$ cat src/rtl/pcat_pkg.sv
package pcat_pkg;

    localparam int CNT_W_DEF = 16;
    localparam int DIV_W_DEF = 10;
    localparam int SEL_W     = 3;

    typedef enum logic [SEL_W-1:0] {
        SRC_BUS      = 3'd0,
        SRC_TMR      = 3'd1,
        SRC_EXT_FALL = 3'd2,
        SRC_OSC      = 3'd3,
        SRC_EXT_ANY  = 3'd4
    } src_e;

    typedef struct packed {
        logic tmr;
        logic ext_fall;
        logic osc;
        logic ext_any;
    } src_evt_t;

    function automatic logic src_halved(input src_e s);
        return (s == SRC_TMR) || (s == SRC_EXT_FALL) ||
               (s == SRC_OSC) || (s == SRC_EXT_ANY);
    endfunction

endpackage

$ cat src/rtl/pcat_src.sv
module pcat_src
    import pcat_pkg::*;
(
    input  logic             clk,
    input  logic             rst,
    input  logic             active_i,
    input  logic [SEL_W-1:0] sel_i,
    input  logic             tmr_ovf_i,
    input  logic             ext_cnt_i,
    input  logic             osc_i,
    output logic             tick_o
);
    src_e     sel;
    src_evt_t ev;
    logic     ext_q;
    logic     half_q;
    logic     raw;
    logic     halved;

    assign sel = src_e'(sel_i);

    always_ff @(posedge clk) begin
        if (rst) ext_q <= 1'b0;
        else     ext_q <= ext_cnt_i;
    end

    always_comb begin
        ev.tmr      = tmr_ovf_i;
        ev.ext_fall = ext_q & ~ext_cnt_i;
        ev.osc      = osc_i;
        ev.ext_any  = ext_q ^ ext_cnt_i;
    end

    always_comb begin
        case (sel)
            SRC_BUS:      raw = 1'b1;
            SRC_TMR:      raw = ev.tmr;
            SRC_EXT_FALL: raw = ev.ext_fall;
            SRC_OSC:      raw = ev.osc;
            SRC_EXT_ANY:  raw = ev.ext_any;
            default:      raw = 1'b0;
        endcase
    end

    assign halved = src_halved(sel);

    always_ff @(posedge clk) begin
        if (rst)
            half_q <= 1'b0;
        else if (active_i && halved && raw)
            half_q <= ~half_q;
    end

    assign tick_o = active_i & raw & (~halved | half_q);


    halved_spacing_chk: assert property (@(posedge clk) disable iff (rst)
        (halved && tick_o) |=> !(tick_o && $stable(sel_i)));


    halver_hold_chk: assert property (@(posedge clk) disable iff (rst)
        !active_i |=> $stable(half_q));

endmodule

$ cat src/rtl/pcat_prescaler.sv
module pcat_prescaler #(
    parameter int DIV_W = 10
) (
    input  logic             clk,
    input  logic             rst,
    input  logic             src_tick_i,
    input  logic [DIV_W-1:0] divisor_i,
    output logic             div_tick_o,
    output logic [DIV_W-1:0] count_o,
    output logic             phase_o
);
    localparam logic [DIV_W:0] FULL = {1'b1, {DIV_W{1'b0}}};

    logic [DIV_W-1:0] cnt_q;
    logic [DIV_W:0]   eff_n;
    logic [DIV_W:0]   eff_cnt;
    logic             at_one;

    assign at_one  = (cnt_q == DIV_W'(1));
    assign eff_n   = (divisor_i == '0) ? FULL : {1'b0, divisor_i};
    assign eff_cnt = (cnt_q == '0) ? FULL : {1'b0, cnt_q};

    always_ff @(posedge clk) begin
        if (rst)
            cnt_q <= DIV_W'(1);
        else if (src_tick_i) begin
            if (at_one) cnt_q <= divisor_i;
            else        cnt_q <= cnt_q - DIV_W'(1);
        end
    end

    assign div_tick_o = src_tick_i & at_one;
    assign count_o    = cnt_q;
    assign phase_o    = (eff_cnt <= (eff_n >> 1));


    pre_hold_chk: assert property (@(posedge clk) disable iff (rst)
        !src_tick_i |=> $stable(cnt_q));


    pre_reload_chk: assert property (@(posedge clk) disable iff (rst)
        div_tick_o |=> cnt_q == $past(divisor_i));

endmodule

$ cat src/rtl/pcat_counter.sv
module pcat_counter #(
    parameter int CNT_W = 16
) (
    input  logic             clk,
    input  logic             rst,
    input  logic             tick_i,
    input  logic [CNT_W-1:0] limit_i,
    input  logic             wr_i,
    input  logic [CNT_W-1:0] wdata_i,
    output logic [CNT_W-1:0] cnt_o,
    output logic             evt_o
);
    logic [CNT_W-1:0] cnt_q;
    logic [CNT_W-1:0] lim_eff;
    logic             evt_q;
    logic             wrap;

    assign lim_eff = (limit_i == '0) ? '1 : limit_i;
    assign wrap    = (cnt_q == lim_eff) || (cnt_q == '1);

    always_ff @(posedge clk) begin
        if (rst) begin
            cnt_q <= '0;
            evt_q <= 1'b0;
        end else begin
            evt_q <= 1'b0;
            if (wr_i)
                cnt_q <= wdata_i;
            else if (tick_i) begin
                if (wrap) begin
                    cnt_q <= '0;
                    evt_q <= 1'b1;
                end else
                    cnt_q <= cnt_q + CNT_W'(1);
            end
        end
    end

    assign cnt_o = cnt_q;
    assign evt_o = evt_q;


    evt_zero_chk: assert property (@(posedge clk) disable iff (rst)
        evt_q |-> cnt_q == '0);


    wr_load_chk: assert property (@(posedge clk) disable iff (rst)
        wr_i |=> (cnt_q == $past(wdata_i)) && !evt_q);


    cnt_idle_chk: assert property (@(posedge clk) disable iff (rst)
        (!tick_i && !wr_i) |=> $stable(cnt_q));

endmodule

$ cat src/rtl/pcat_flag.sv
module pcat_flag (
    input  logic clk,
    input  logic rst,
    input  logic evt_i,
    input  logic clr_i,
    input  logic ie_i,
    output logic flag_o,
    output logic irq_o
);
    logic flag_q;

    always_ff @(posedge clk) begin
        if (rst)        flag_q <= 1'b0;
        else if (evt_i) flag_q <= 1'b1;
        else if (clr_i) flag_q <= 1'b0;
    end

    assign flag_o = flag_q;
    assign irq_o  = flag_q & ie_i;


    flag_set_chk: assert property (@(posedge clk) disable iff (rst)
        evt_i |=> flag_q);


    flag_clr_chk: assert property (@(posedge clk) disable iff (rst)
        (clr_i && !evt_i) |=> !flag_q);

endmodule

$ cat src/rtl/pca_timebase.sv
module pca_timebase
    import pcat_pkg::*;
#(
    parameter int CNT_W = CNT_W_DEF,
    parameter int DIV_W = DIV_W_DEF
) (
    input  logic             clk,
    input  logic             rst,
    input  logic             run_i,
    input  logic             dbg_halt_i,
    input  logic             dbg_run_i,
    input  logic [SEL_W-1:0] src_sel_i,
    input  logic [DIV_W-1:0] divisor_i,
    input  logic [CNT_W-1:0] limit_i,
    input  logic             tmr_ovf_i,
    input  logic             ext_cnt_i,
    input  logic             osc_tick_i,
    input  logic             cnt_wr_i,
    input  logic [CNT_W-1:0] cnt_wdata_i,
    input  logic             ovf_ie_i,
    input  logic             ovf_clr_i,
    output logic [CNT_W-1:0] count_o,
    output logic             ovf_evt_o,
    output logic             ovf_flag_o,
    output logic             irq_o,
    output logic [DIV_W-1:0] div_count_o,
    output logic             div_phase_o
);
    logic active;
    logic src_tick;
    logic div_tick;

    assign active = run_i & ~(dbg_halt_i & ~dbg_run_i);

    pcat_src u_src (
        .clk       (clk),
        .rst       (rst),
        .active_i  (active),
        .sel_i     (src_sel_i),
        .tmr_ovf_i (tmr_ovf_i),
        .ext_cnt_i (ext_cnt_i),
        .osc_i     (osc_tick_i),
        .tick_o    (src_tick)
    );

    pcat_prescaler #(.DIV_W(DIV_W)) u_pre (
        .clk        (clk),
        .rst        (rst),
        .src_tick_i (src_tick),
        .divisor_i  (divisor_i),
        .div_tick_o (div_tick),
        .count_o    (div_count_o),
        .phase_o    (div_phase_o)
    );

    pcat_counter #(.CNT_W(CNT_W)) u_cnt (
        .clk     (clk),
        .rst     (rst),
        .tick_i  (div_tick),
        .limit_i (limit_i),
        .wr_i    (cnt_wr_i),
        .wdata_i (cnt_wdata_i),
        .cnt_o   (count_o),
        .evt_o   (ovf_evt_o)
    );

    pcat_flag u_flag (
        .clk    (clk),
        .rst    (rst),
        .evt_i  (ovf_evt_o),
        .clr_i  (ovf_clr_i),
        .ie_i   (ovf_ie_i),
        .flag_o (ovf_flag_o),
        .irq_o  (irq_o)
    );


    dbg_halt_chk: assert property (@(posedge clk) disable iff (rst)
        (dbg_halt_i && !dbg_run_i && !cnt_wr_i) |=> $stable(count_o) && $stable(div_count_o));


    stopped_chk: assert property (@(posedge clk) disable iff (rst)
        (!run_i && !cnt_wr_i) |=> $stable(count_o) && !ovf_evt_o);

endmodule

$ cat config.mk
export PLATFORM = sky130hd
export DESIGN_NAME = pca_timebase
export DESIGN_NICKNAME = d
export VERILOG_FILES = /design/src/rtl/pcat_pkg.sv /design/src/rtl/pcat_src.sv /design/src/rtl/pcat_prescaler.sv /design/src/rtl/pcat_counter.sv /design/src/rtl/pcat_flag.sv /design/src/rtl/pca_timebase.sv
export SDC_FILE = /design/constraint.sdc
export NUM_CORES = 1
export LEC_CHECK = 0
export BUFFER_PORTS_ARGS = -buffer_cell sky130_fd_sc_hd__buf_2
export CORE_MARGIN = 5
export CORE_UTILIZATION = 27
export CTS_CLUSTER_SIZE = 24
export DETAILED_ROUTE_END_ITERATION = 7
export GPL_ROUTABILITY_DRIVEN = 0
export HOLD_SLACK_MARGIN = 0.15
export MAX_ROUTING_LAYER = met4
export PLACE_DENSITY_LB_ADDON = 0.12
export SLEW_MARGIN = 30
export SYNTH_ARGS = -nofsm -noshare
export SYNTH_HDL_FRONTEND = slang
export SYNTH_HIERARCHICAL = 1
export SYNTH_SLANG_ARGS = --single-unit
$ cat constraint.sdc
create_clock -name clk -period 8 [get_ports clk]
set_input_delay 1.2 -clock clk [delete_from_list [all_inputs] [get_ports clk]]
set_output_delay 1.2 -clock clk [all_outputs]
set_load 0.02 [all_outputs]
# Yosys cells after proc, flatten, opt, wreduce, memory -nomap -nowiden
# Index checks and enable logic that the tools add are counted.
[word_totals]
output_inout_bits = 30
register_bits = 30
inputBits = 56
word_cells = 55
[op_classes]
bitwise_logic = 15
magnitude_cmp = 1
n_reduce_logical = 13
add_sub_neg = 2
eq_ne = 7
muxes = 11
[ops]
columns = ["operator", "n"]
rows = [
  ["16-bit 2-to-1 mux", 4],
  ["11-bit 2-to-1 mux", 2],
  ["10-bit logical NOT", 2],
  ["16-bit by 1-bit adder with 16-bit output (second input constant)", 1],
  ["16-bit equality test", 1],
  ["16-bit equality test (second input constant)", 1],
  ["16-bit logical NOT", 1],
  ["11-bit by 10-bit less-or-equal comparator with 1-bit output", 1],
  ["10-bit by 1-bit equality test with 1-bit output (second input constant)", 1],
  ["10-bit 2-to-1 mux", 1],
  ["10-bit by 1-bit subtractor with 10-bit output (second input constant)", 1],
  ["1-bit AND", 7],
  ["3-bit by 2-bit equality test with 1-bit output (second input constant)", 2],
  ["1-bit inverter", 6],
  ["1-bit one-hot mux with 5 select lines", 1],
  ["1-bit logical OR", 4],
  ["2-bit nonzero test", 2],
  ["3-bit by 1-bit equality test with 1-bit output (second input constant)", 1],
  ["3-bit equality test (second input constant)", 1],
  ["3-bit logical NOT", 1],
  ["1-bit 2-to-1 mux", 3],
  ["3-bit OR reduction", 1],
  ["1-bit logical AND", 2],
  ["1-bit OR", 1],
  ["1-bit XOR", 1],
]

# Longest topological paths before layout
# Gate-level depths: netlist (run 1).
[depth]
word_depth = 10
depth_mapped = 14
depth_no_buf = 12

# Modules after synthesis
# Netlist (run 1), hierarchy kept.
[modules_own_cells]
columns = ["module", "n_inst", "cells_each", "seq_area_each_um2", "area_per_inst_um2"]
rows = [
  ["pcat_counter", 1, 178, 340.3, 1468.9],
  ["pcat_prescaler", 1, 128, 200.2, 982.2],
  ["pcat_src", 1, 21, 40.0, 165.2],
  ["pcat_flag", 1, 5, 20.0, 45.0],
  ["pca_timebase", 1, 2, 0.0, 11.3],
]

# Worst setup path before layout (run 1)
# OpenSTA, ideal clock, no wires.
[synth_timing]
path_type = "input-to-output"
startpoint = "input divisor_i[8]"
endpoint = "output div_phase_o"
path_slack_ns = 4.339
arrival_time_ns = 2.461
cell_stages = 7
path_buffers = 0
required_ns = 6.800
cell_sequence = "nor4_1 > nand4_1 > ha_1 > a211oi_1 > o221ai_1 > a21oi_1 > o31a_1"
[synth_via]
elab_chain_len = 3
[synth_lines]
columns = ["item", "line_no", "text"]
rows = [
  ["start, declared", "pca_timebase.sv:13", "input logic [DIV_W-1:0] divisor_i,"],
  ["10-bit logical NOT", "pcat_prescaler.sv:20", "assign eff_n = (divisor_i == '0) ? FULL : {1'b0, divisor_i};"],
  ["11-bit 2-to-1 mux (*)", "pcat_prescaler.sv:20", ""],
  ["11-bit by 10-bit less-or-equal comparator with 1-bit output (*)", "pcat_prescaler.sv:34", "assign phase_o = (eff_cnt <= (eff_n >> 1));"],
  ["end, declared", "pca_timebase.sv:27", "output logic div_phase_o"],
]
# Every way passes the cells marked *; elsewhere a longest branch is shown, timed or not.

# Worst setup path in the final report (run 1)
# Ends and elaborated chain as after synthesis.

==> impl_metrics.ini, run 1 <==
[timing]
final.setup.tns_ns = 0
clock.fmax_mhz = 250
finalHoldViolations = 0
skew_ns = 0.00986
relSlewSlack_pct = 54.8
post-route-min-period_ns = 4.00
period_share_pct = 50.0
setup_violations = 0
slew_viol_final = 0
tightest_slew_ns = 0.677
rsz0062_at_grt = false

[cells_and_area]
area_growth_pct = 18.4
fin_nets = 469
layout.cells.non_filler = 532
post_route_cells_drive_above_1_share_pct = 27.8
layout_commonest_cell = buf_2
fillers = 1098
n_antenna_cell = 0
most-common-layout-cells = 85 x buf_2, 30 x nand2_1, 30 x dfxtp_1

[hold_path]
min_from = u_cnt/evt_o
min_to = u_flag/flag_o
worstHoldPathCells = 2
hold_path.class = flip-flop to flip-flop

[detailed_routing]
vias_per_cell = 5.09
dr.pass1.iters = 4
routedWlPerCell_um = 15.9
routed_wl_mm = 8.48
drcViolationCount = 0
drt-initial-drc-count = 104
vias = 2710
postRouteAntennaNets = 0

[floorplanning]
die_h_um = 109
die_x_um = 109
die_area_mm2 = 0.0120
core_area_mm2 = 0.00973
ios = 86
start_util_pct = 27.5
fp-row-count = 36

[clock_tree]
cts_root_buf = clkbuf_8
clock_path_buffers = 2
cts_buffers = 5
cts_resized = 0
clkTransAtPathRegs_ns = 0.07
clk_latency_ns = 0.28
cts_tree = done
clock_sinks = 30
cts_setup_buffers = 0
htreeDepth = 2
ctsHoldBuffers = 0

[worst_setup_path]
critPathLaunch = divisor_i[8]
start_kind = input pin
r2r_slack_ns = 4.85
crit_fanout = 3
r2r_end = u_cnt/cnt_o[13]
critPathRequiredTime_ns = 6.80
crit_arrival_ns = 2.80
critPathSlowestCell = nor4_1
rr_worst_depth = 11
setup.worst_path.end_class = output pin
path_class = input pin to output pin
cpPeakStageDelay_ns = 0.36
r2r-start = u_src/ext_q
cp_common_cell = buf_2
path_cells = buf_2, nor4_1, nand4_1, ha_1, a211oi_1, o221ai_1, a21oi_1, o31a_1, buf_2

[power_and_ir_drop]
switching_share_pct = 33.5
seq_power_share_pct = 42.4
leakage_uw = 0.00135
internal_power_uw = 272
switchingPower_uw = 137
power_uw = 409
ir_drop_v = 0.0000519
power_frac_comb_pct = 25.8
p_clk_share_pct = 31.8
power_density_mw_per_mm2 = 129

[placed_design]
port_buffers = 85
dp.cells = 524
dp_hpwl_mm = 6.54

[logic_synthesis]
async_reset_ff_share_pct = 0
yosys_most_used_dff = dfxtp_1
syn_inst = 334
syn-num-nets = 405
synth-simple-area-share_pct = 28.8
yosysUniqueCellTypes = 64
synth_xor_area_share_pct = 9.83
synth_top_area_share_pct = 22.5
synth_edf_count = 0
synthTopCellsByArea = dfxtp_1 22%, ha_1 7.0%, xor2_1 5.2%
synth_mux_area_share_pct = 1.17
syn_area_mm2 = 0.00267
yosys_warnings = 6
synth_top_family_by_area = simple AND/OR/NAND/NOR gates
synth_seq_area_share_pct = 22.5
synth.avg_cell_area_um2 = 8.00
synth_fa_ha_area_share_pct = 7.02
ys_ff_latch = 30
synth_top_area_cell = dfxtp_1
synth-compound-area-share_pct = 20.3

[global_route]
grt_pass1_wl_mm = 13.4
grt_max_degree = 35
globalRouteTotalUtil_pct = 14.4
gr-total-overflow = 0
grt_pass1_vias = 2652
antenna_found_initial = 0

[status]
status = complete, no violations

[flow_run]
max_cap_viol_count = 0
-- through the flow --
step	setup WS, ns	instance area (µm²)	hold WS [ns]	utilization [%]
2_1_floorplan	4.34	2670	0.525	-
4_1_cts	4.00	3160	0.453	32.5
3_3_place_gp	3.94	3070	0.443	31.6
5_1_grt	3.76	3160	0.471	32.5
6_report	4.00	3160	0.451	32.5
3_5_place_dp	3.82	3070	0.443	31.6
-- Yosys cell counts (2+ instances only) --
master / instances
and4b_1: 2
a211oi_1: 2
xor2_1: 16
o21ai_0: 4
and4_1: 2
or3_1: 3
nand3_1: 13
buf_6: 6
nor3_4: 2
nor2_1: 17
buf_2: 3
nor2b_1: 2
o22ai_1: 8
clkbuf_8: 2
and2_1: 4
o32ai_1: 11
mux2i_1: 2
xnor2_1: 14
a2bb2oi_1: 2
nand4_1: 11
ha_1: 15
nand2_1: 30
dfxtp_1: 30
a31oi_1: 4
nor4_1: 4
nor3_1: 5
a21oi_1: 26
a22oi_1: 2
o21ai_1: 3
o211ai_1: 2
nor3b_1: 18
inv_1: 19
nor4_2: 4
clkbuf_1: 16
-- critical path, delay by kind of cell --
family	cells	cell delay [ns]
AO/OA/AOI/OAI	4	0.59
AND/OR/NAND/NOR	2	0.51
buffers and inverters	2	0.27
adder cells (fa/ha/maj)	1	0.22
-- power groups by stage --
stage	clock [µW]	combinational, µW	sequential, µW
2_1_floorplan	0	70.5	176
6_report	130	106	173
4_1_cts	134	107	174
5_1_grt	140	118	175
3_3_place_gp	0	106	177
3_5_place_dp	0	106	177
-- layout make-up --
class | count | area (µm²) | share of cell area (%)
well taps | 133 | 166 | 5.26
flip-flops and latches | 30 | 601 | 19.0
clock inverters | 1 | 5.00 | 0.158
inverters | 19 | 71.3 | 2.25
clock buffers | 7 | 86.3 | 2.73
repair buffers | 87 | 440 | 13.9
multi-input cells | 255 | 1790 | 56.7
-- worst max path at each step --
stage          slack, ns  cells after the start              end
6_report            4.00                      9      div_phase_o
5_1_grt             3.76                      9      div_phase_o
4_1_cts             4.00                      9      div_phase_o
3_5_place_dp        3.82                     13  u_cnt/cnt_o[13]
3_3_place_gp        3.94                     13   u_cnt/cnt_o[9]
2_1_floorplan       4.34                      7      div_phase_o
-- state kept, by name, indices dropped and copies added (netlist names) --
name	flops
u_flag/flag_o	1
u_src/ext_q	1
u_cnt/evt_o	1
u_pre/count_o	10
u_cnt/cnt_o	16
u_src/half_q	1
-- cell families (layout without fill, tap and decap cells) --
logic type,after synthesis,count (layout)
DFF,30,30
xor gates and xnor gates,30,30
AOI/OAI and AO/OA,79,79
muxes,3,3
buffers and inverters,49,114
and+or+nand+nor,128,128
adders and majority gates,15,15
-- routing by layer --
| metal | GRT usage, % | wire length, µm |
|---|---|---|
| met4 | 2.85 | 85 |
| met1 | 18.8 | 4030 |
| met3 | 2.99 | 560 |
| met2 | 23.2 | 3800 |
| met5 | - | 0 |
(Power assumes the default switching activity.)
==> run 2: changes to the inputs <==
- ABC_AREA: not set -> 1
- clock period: 8 -> 3.9 ns (I/O delays scaled with it)
==> run 2 against run 1 <==
Setup slack worse by 3.1 ns. Combinational power rose to 2.8 times the previous value. Global-route usage fell by 0.17 points. Synthesized cell count increased by 44%. Synthesized area grew 10%. Highest routed layer unchanged. Power rose by 130%. Final area grew 11%. Cell count grew 30%. Die area rose by 9.5%. Register-to-register slack worse by 3.8 ns.
==> impl_metrics.ini, run 2 <==
[clock_tree]
ctsHoldBuffers = 0
clock_path_buffers = 2
clock_sinks = 30
cts_root_buf = clkbuf_8
cts_setup_buffers = 0
cts_resized = 0
cts_buffers = 5
clk_latency_ns = 0.28
cts_tree = done
clkTransAtPathRegs_ns = 0.07
htreeDepth = 2

[status]
status = complete, no violations

[placed_design]
port_buffers = 85
dp.cells = 683
dp_hpwl_mm = 7.30

[detailed_routing]
postRouteAntennaNets = 0
drcViolationCount = 0
dr.pass1.iters = 4
drt-initial-drc-count = 123
vias = 3140
routedWlPerCell_um = 13.4
vias_per_cell = 4.54
routed_wl_mm = 9.24

[floorplanning]
die_h_um = 115
ios = 86
start_util_pct = 27.3
die_x_um = 115
die_area_mm2 = 0.0131
fp-row-count = 38
core_area_mm2 = 0.0108

[global_route]
grt_pass1_wl_mm = 14.8
grt_max_degree = 33
antenna_found_initial = 0
grt_pass1_vias = 2890
globalRouteTotalUtil_pct = 14.3
gr-total-overflow = 0

[power_and_ir_drop]
power_uw = 957
p_clk_share_pct = 32.6
leakage_uw = 0.00181
switchingPower_uw = 339
power_density_mw_per_mm2 = 271
ir_drop_v = 0.000160
internal_power_uw = 617
switching_share_pct = 35.5
seq_power_share_pct = 36.9
power_frac_comb_pct = 30.5

[logic_synthesis]
yosysMostFrequentCell = nand2_1
ys_ff_latch = 30
syn_inst = 480
yosysUniqueCellTypes = 40
yosys_most_used_dff = dfxtp_1
yosys_warnings = 6
synth_edf_count = 0
synth_common_cells = 111 x nand2_1, 73 x inv_1, 48 x nor2_1
syn_area_mm2 = 0.00295
synth_top_area_share_pct = 20.3
syn-num-nets = 551
synth_seq_area_share_pct = 20.3
async_reset_ff_share_pct = 0
synth_top_area_cell = dfxtp_1
synthTopCellsByArea = dfxtp_1 20%, nand2_1 14%, inv_1 9.3%
synth.avg_cell_area_um2 = 6.15

[worst_setup_path]
cpLargestDelayFamily = buffers and inverters
critPathRequiredTime_ns = 4.11
path_class = input pin to flip-flop
rr_worst_depth = 14
crit_fanout = 11
cp_common_cell = inv_1
setup.worst_path.end_class = flip-flop
cpPeakStageDelay_ns = 0.37
cp_num_cells = 16
crit_arrival_ns = 3.21
worst-path-buf-inv = 7
path_cells = buf_2, inv_1, ha_1, nand3b_1, nand2_1, nand3_2, inv_1, clkinv_1, nor2_4, inv_1, nor2_1, buf_4, inv_1, a211oi_1, nand3_2, a21oi_1
r2r-start = u_src/ext_q
critPathSlowestCell = clkinv_1
r2r_slack_ns = 1.05
start_kind = input pin
r2r_end = u_cnt/cnt_o[8]

[timing]
relSlewSlack_pct = 49.4
clock.fmax_mhz = 334
finalHoldViolations = 0
post-route-min-period_ns = 3.00
setup_violations = 0
tightest_slew_ns = 0.758
period_share_pct = 76.9
slew_viol_final = 0
final.setup.tns_ns = 0
rsz0062_at_grt = false
skew_ns = 0.00824
hold_ws_ns = 0.467

[cells_and_area]
layout_commonest_cell = nand2_1
largest_register_ffs = 16
n_antenna_cell = 0
area_growth_pct = 19.4
seqCellArea_um2 = 601
multiInputGateArea_mm2 = 0.00191
post-route-util_pct = 32.7
post_route_cells_drive_above_1_share_pct = 24.3
most-common-layout-cells = 111 x nand2_1, 85 x buf_2, 73 x inv_1
fillers = 1224
fin_nets = 621
layout.cells.non_filler = 691

[hold_path]
min_from = u_cnt/evt_o
min_to = u_flag/flag_o
hold_path.class = flip-flop to flip-flop
worstHoldPathCells = 2

[flow_run]
max_cap_viol_count = 0
[run 2: layer usage]
layer	global-route usage (%)	vias up	part of all wire (%)
li1	-	1681	-
met1	20.6	1382	50
met2	21.2	72	44
met3	2.22	5	4.7
met4	2.38	0	0.58
met5	-	-	0
[run 2: worst min-delay path: cells and delay by family (launching register included)]
family          cells  cell delay, ns
flops               1            0.32
compound gates      1            0.05
buf+inv             1            0.06
[run 2: per-stage QoR]
step | setup slack, ns | instance area (µm²)
6_report | 0.902 | 3520
5_1_grt | 0.625 | 3520
4_1_cts | 0.909 | 3520
3_5_place_dp | 0.613 | 3420
3_3_place_gp | 0.730 | 3410
2_1_floorplan | 1.22 | 2950
[run 2: power groups by stage]
stage | clock (µW) | combinational, µW | sequential (µW)
after floorplan | 0 | 194 | 369
final | 311 | 292 | 353
after global routing | 337 | 328 | 357
after CTS | 326 | 294 | 354
after detailed placement | 0 | 292 | 361
after global placement | 0 | 292 | 361
[run 2: worst max path at each step]
| stage | from | end | slack, ns |
|---|---|---|---|
| 3_3_place_gp | ext_cnt_i | u_cnt/cnt_o[8] | 0.73 |
| 6_report | ext_cnt_i | u_cnt/cnt_o[8] | 0.90 |
| 2_1_floorplan | ext_cnt_i | u_cnt/cnt_o[7] | 1.22 |
| 4_1_cts | ext_cnt_i | u_cnt/cnt_o[8] | 0.91 |
| 3_5_place_dp | ext_cnt_i | u_cnt/cnt_o[8] | 0.61 |
| 5_1_grt | ext_cnt_i | u_cnt/cnt_o[12] | 0.63 |
[run 2: layout make-up]
cell class | count | share of cell area [%]
clock buffers | 5 | 1.95
inverters | 79 | 8.56
repair buffers | 86 | 12.3
flip-flops and latches | 30 | 17.0
multi-input cells | 348 | 54.1
well taps | 140 | 4.97
clock inverters | 3 | 1.14
[run 2: logic make-up (layout without fill, tap and decap cells)]
logic type	count (synthesis)	count (layout)	synth area share (%)
xor+xnor	2	2	0.594
simple gates	253	253	41.5
buf+inv	102	173	15.2
compound gates	78	78	16.1
fa+ha+maj	15	15	6.36
flops	30	30	20.3
==> run 3: changes to the inputs <==
- clock period: 3.9 -> 3.1 ns (I/O delays scaled with it)
==> run 3 against run 2 <==
Clock-buffer cell count unchanged. Sequential power grew 26%. Largest power group unchanged. Critical path depth is 4 lower.
==> impl_metrics.ini, run 3 (synthesis gave the netlist of run 2 again) <==
[status]
status = complete, no violations

[power_and_ir_drop]
leakage_uw = 0.00180
power_density_mw_per_mm2 = 319
ir_drop_v = 0.000152

[detailed_routing]
drt-initial-drc-count = 155
vias_per_cell = 4.58
vias = 3171
routedWlPerCell_um = 13.4
routed_wl_mm = 9.30
postRouteAntennaNets = 0
dr.pass1.iters = 4
drcViolationCount = 0

[timing]
relSlewSlack_pct = 48.2
clock.fmax_mhz = 365
slew_viol_final = 0
period_share_pct = 88.4
setup_violations = 0
rsz0062_at_grt = false
post-route-min-period_ns = 2.74
skew_ns = 0.0121
final.setup.tns_ns = 0
tightest_slew_ns = 0.776
finalHoldViolations = 0
hold_ws_ns = 0.407

[placed_design]
dp.cells = 685
dp_hpwl_mm = 7.23
port_buffers = 85

[floorplanning]
die_area_mm2 = 0.0131
ios = 86
start_util_pct = 27.3
core_area_mm2 = 0.0108
die_h_um = 115
fp-row-count = 38
die_x_um = 115

[worst_setup_path]
start_kind = flip-flop
r2r_slack_ns = 0.84
cp_common_cell = nand2_1
critPathRequiredTime_ns = 2.63
path_class = flip-flop to output pin
cpLargestDelayFamily = simple AND/OR/NAND/NOR gates
rr_worst_depth = 11
setup.worst_path.end_class = output pin
critPathLaunch = u_pre/count_o[0]
worst-path-buf-inv = 3
crit_fanout = 7
path_cells = inv_1, ha_1, nand3_1, inv_1, nand2_1, nand2_1, ha_1, nand4_1, nor2_1, nand4_1, nand2_1, buf_2
critPathSlowestCell = dfxtp_1
r2r_end = u_cnt/cnt_o[8]
cpPeakStageDelay_ns = 0.49
crit_arrival_ns = 2.28
r2r-start = u_pre/count_o[0]

[clock_tree]
clock_sinks = 30
cts_root_buf = clkbuf_8
cts_resized = 0
clock_path_buffers = 2
cts_setup_buffers = 0
htreeDepth = 2
ctsHoldBuffers = 0
cts_buffers = 5
clkTransAtPathRegs_ns = 0.06
cts_tree = done
clk_latency_ns = 0.28

[cells_and_area]
post_route_cells_drive_above_1_share_pct = 24.5
layout.cells.non_filler = 692
fillers = 1221
n_antenna_cell = 0
fin_nets = 623
post-route-util_pct = 32.5
largest_register_ffs = 16
layout_commonest_cell = nand2_1
most-common-layout-cells = 111 x nand2_1, 85 x buf_2, 73 x inv_1
area_growth_pct = 18.9

[global_route]
globalRouteTotalUtil_pct = 14.6
grt_pass1_wl_mm = 15.1
antenna_found_initial = 0
grt_pass1_vias = 3060
gr-total-overflow = 0
grt_max_degree = 33

[hold_path]
min_from = ext_cnt_i
hold_path.class = input pin to flip-flop
min_to = u_src/ext_q
worstHoldPathCells = 3

[flow_run]
max_cap_viol_count = 0
[run 3: metal layers]
layer	GRT usage, %	part of all wire [%]
met3	1.80	4.7
met2	21.8	43
met5	-	0
met1	21.2	51
met4	2.38	0.58
[run 3: how the worst max path moves through the flow]
stage / endpoint / slack [ns] / cells past startpoint
finish: div_phase_o / 0.36 / 12
detailed placement: u_cnt/cnt_o[8] / 0.54 / 15
CTS: div_phase_o / 0.33 / 12
global route: div_phase_o / 0.18 / 12
global placement: u_cnt/cnt_o[4] / 0.53 / 14
floorplan: u_cnt/cnt_o[7] / 0.54 / 16
[run 3: worst register-to-register path, stage by stage (launching register included)]
cell	delay [ns]
dfxtp_1	0.49
ha_1	0.20
inv_1	0.04
nor2_1	0.21
nand2_4	0.16
nor2_4	0.18
inv_1	0.05
nor2_1	0.12
inv_1	0.17
a211oi_1	0.35
nand3_2	0.10
a21oi_1	0.12
[run 3: final cells by class]
type	count	area [µm²]	area share (%)
multi-input combinational	348	1910	54.3
sequential	30	601	17.1
timing repair buffer	88	448	12.8
inverter	79	302	8.59
tap	140	175	4.99
clock buffer	5	68.8	1.96
clock inverter	2	10.0	0.285
[run 3: metrics by stage]
stage	cell area (µm²)	power (µW)	setup WS (ns)
detailed placement	3430	823	0.541
CTS	3510	1140	0.330
floorplan	2950	708	0.540
global route	3510	1210	0.179
global placement	3430	822	0.527
finish	3510	1120	0.358
[run 3: where the power goes]
group	total, µW	switching, µW	internal, µW
sequential	444	37.4	407
combinational	369	234	135
clock	306	155	151
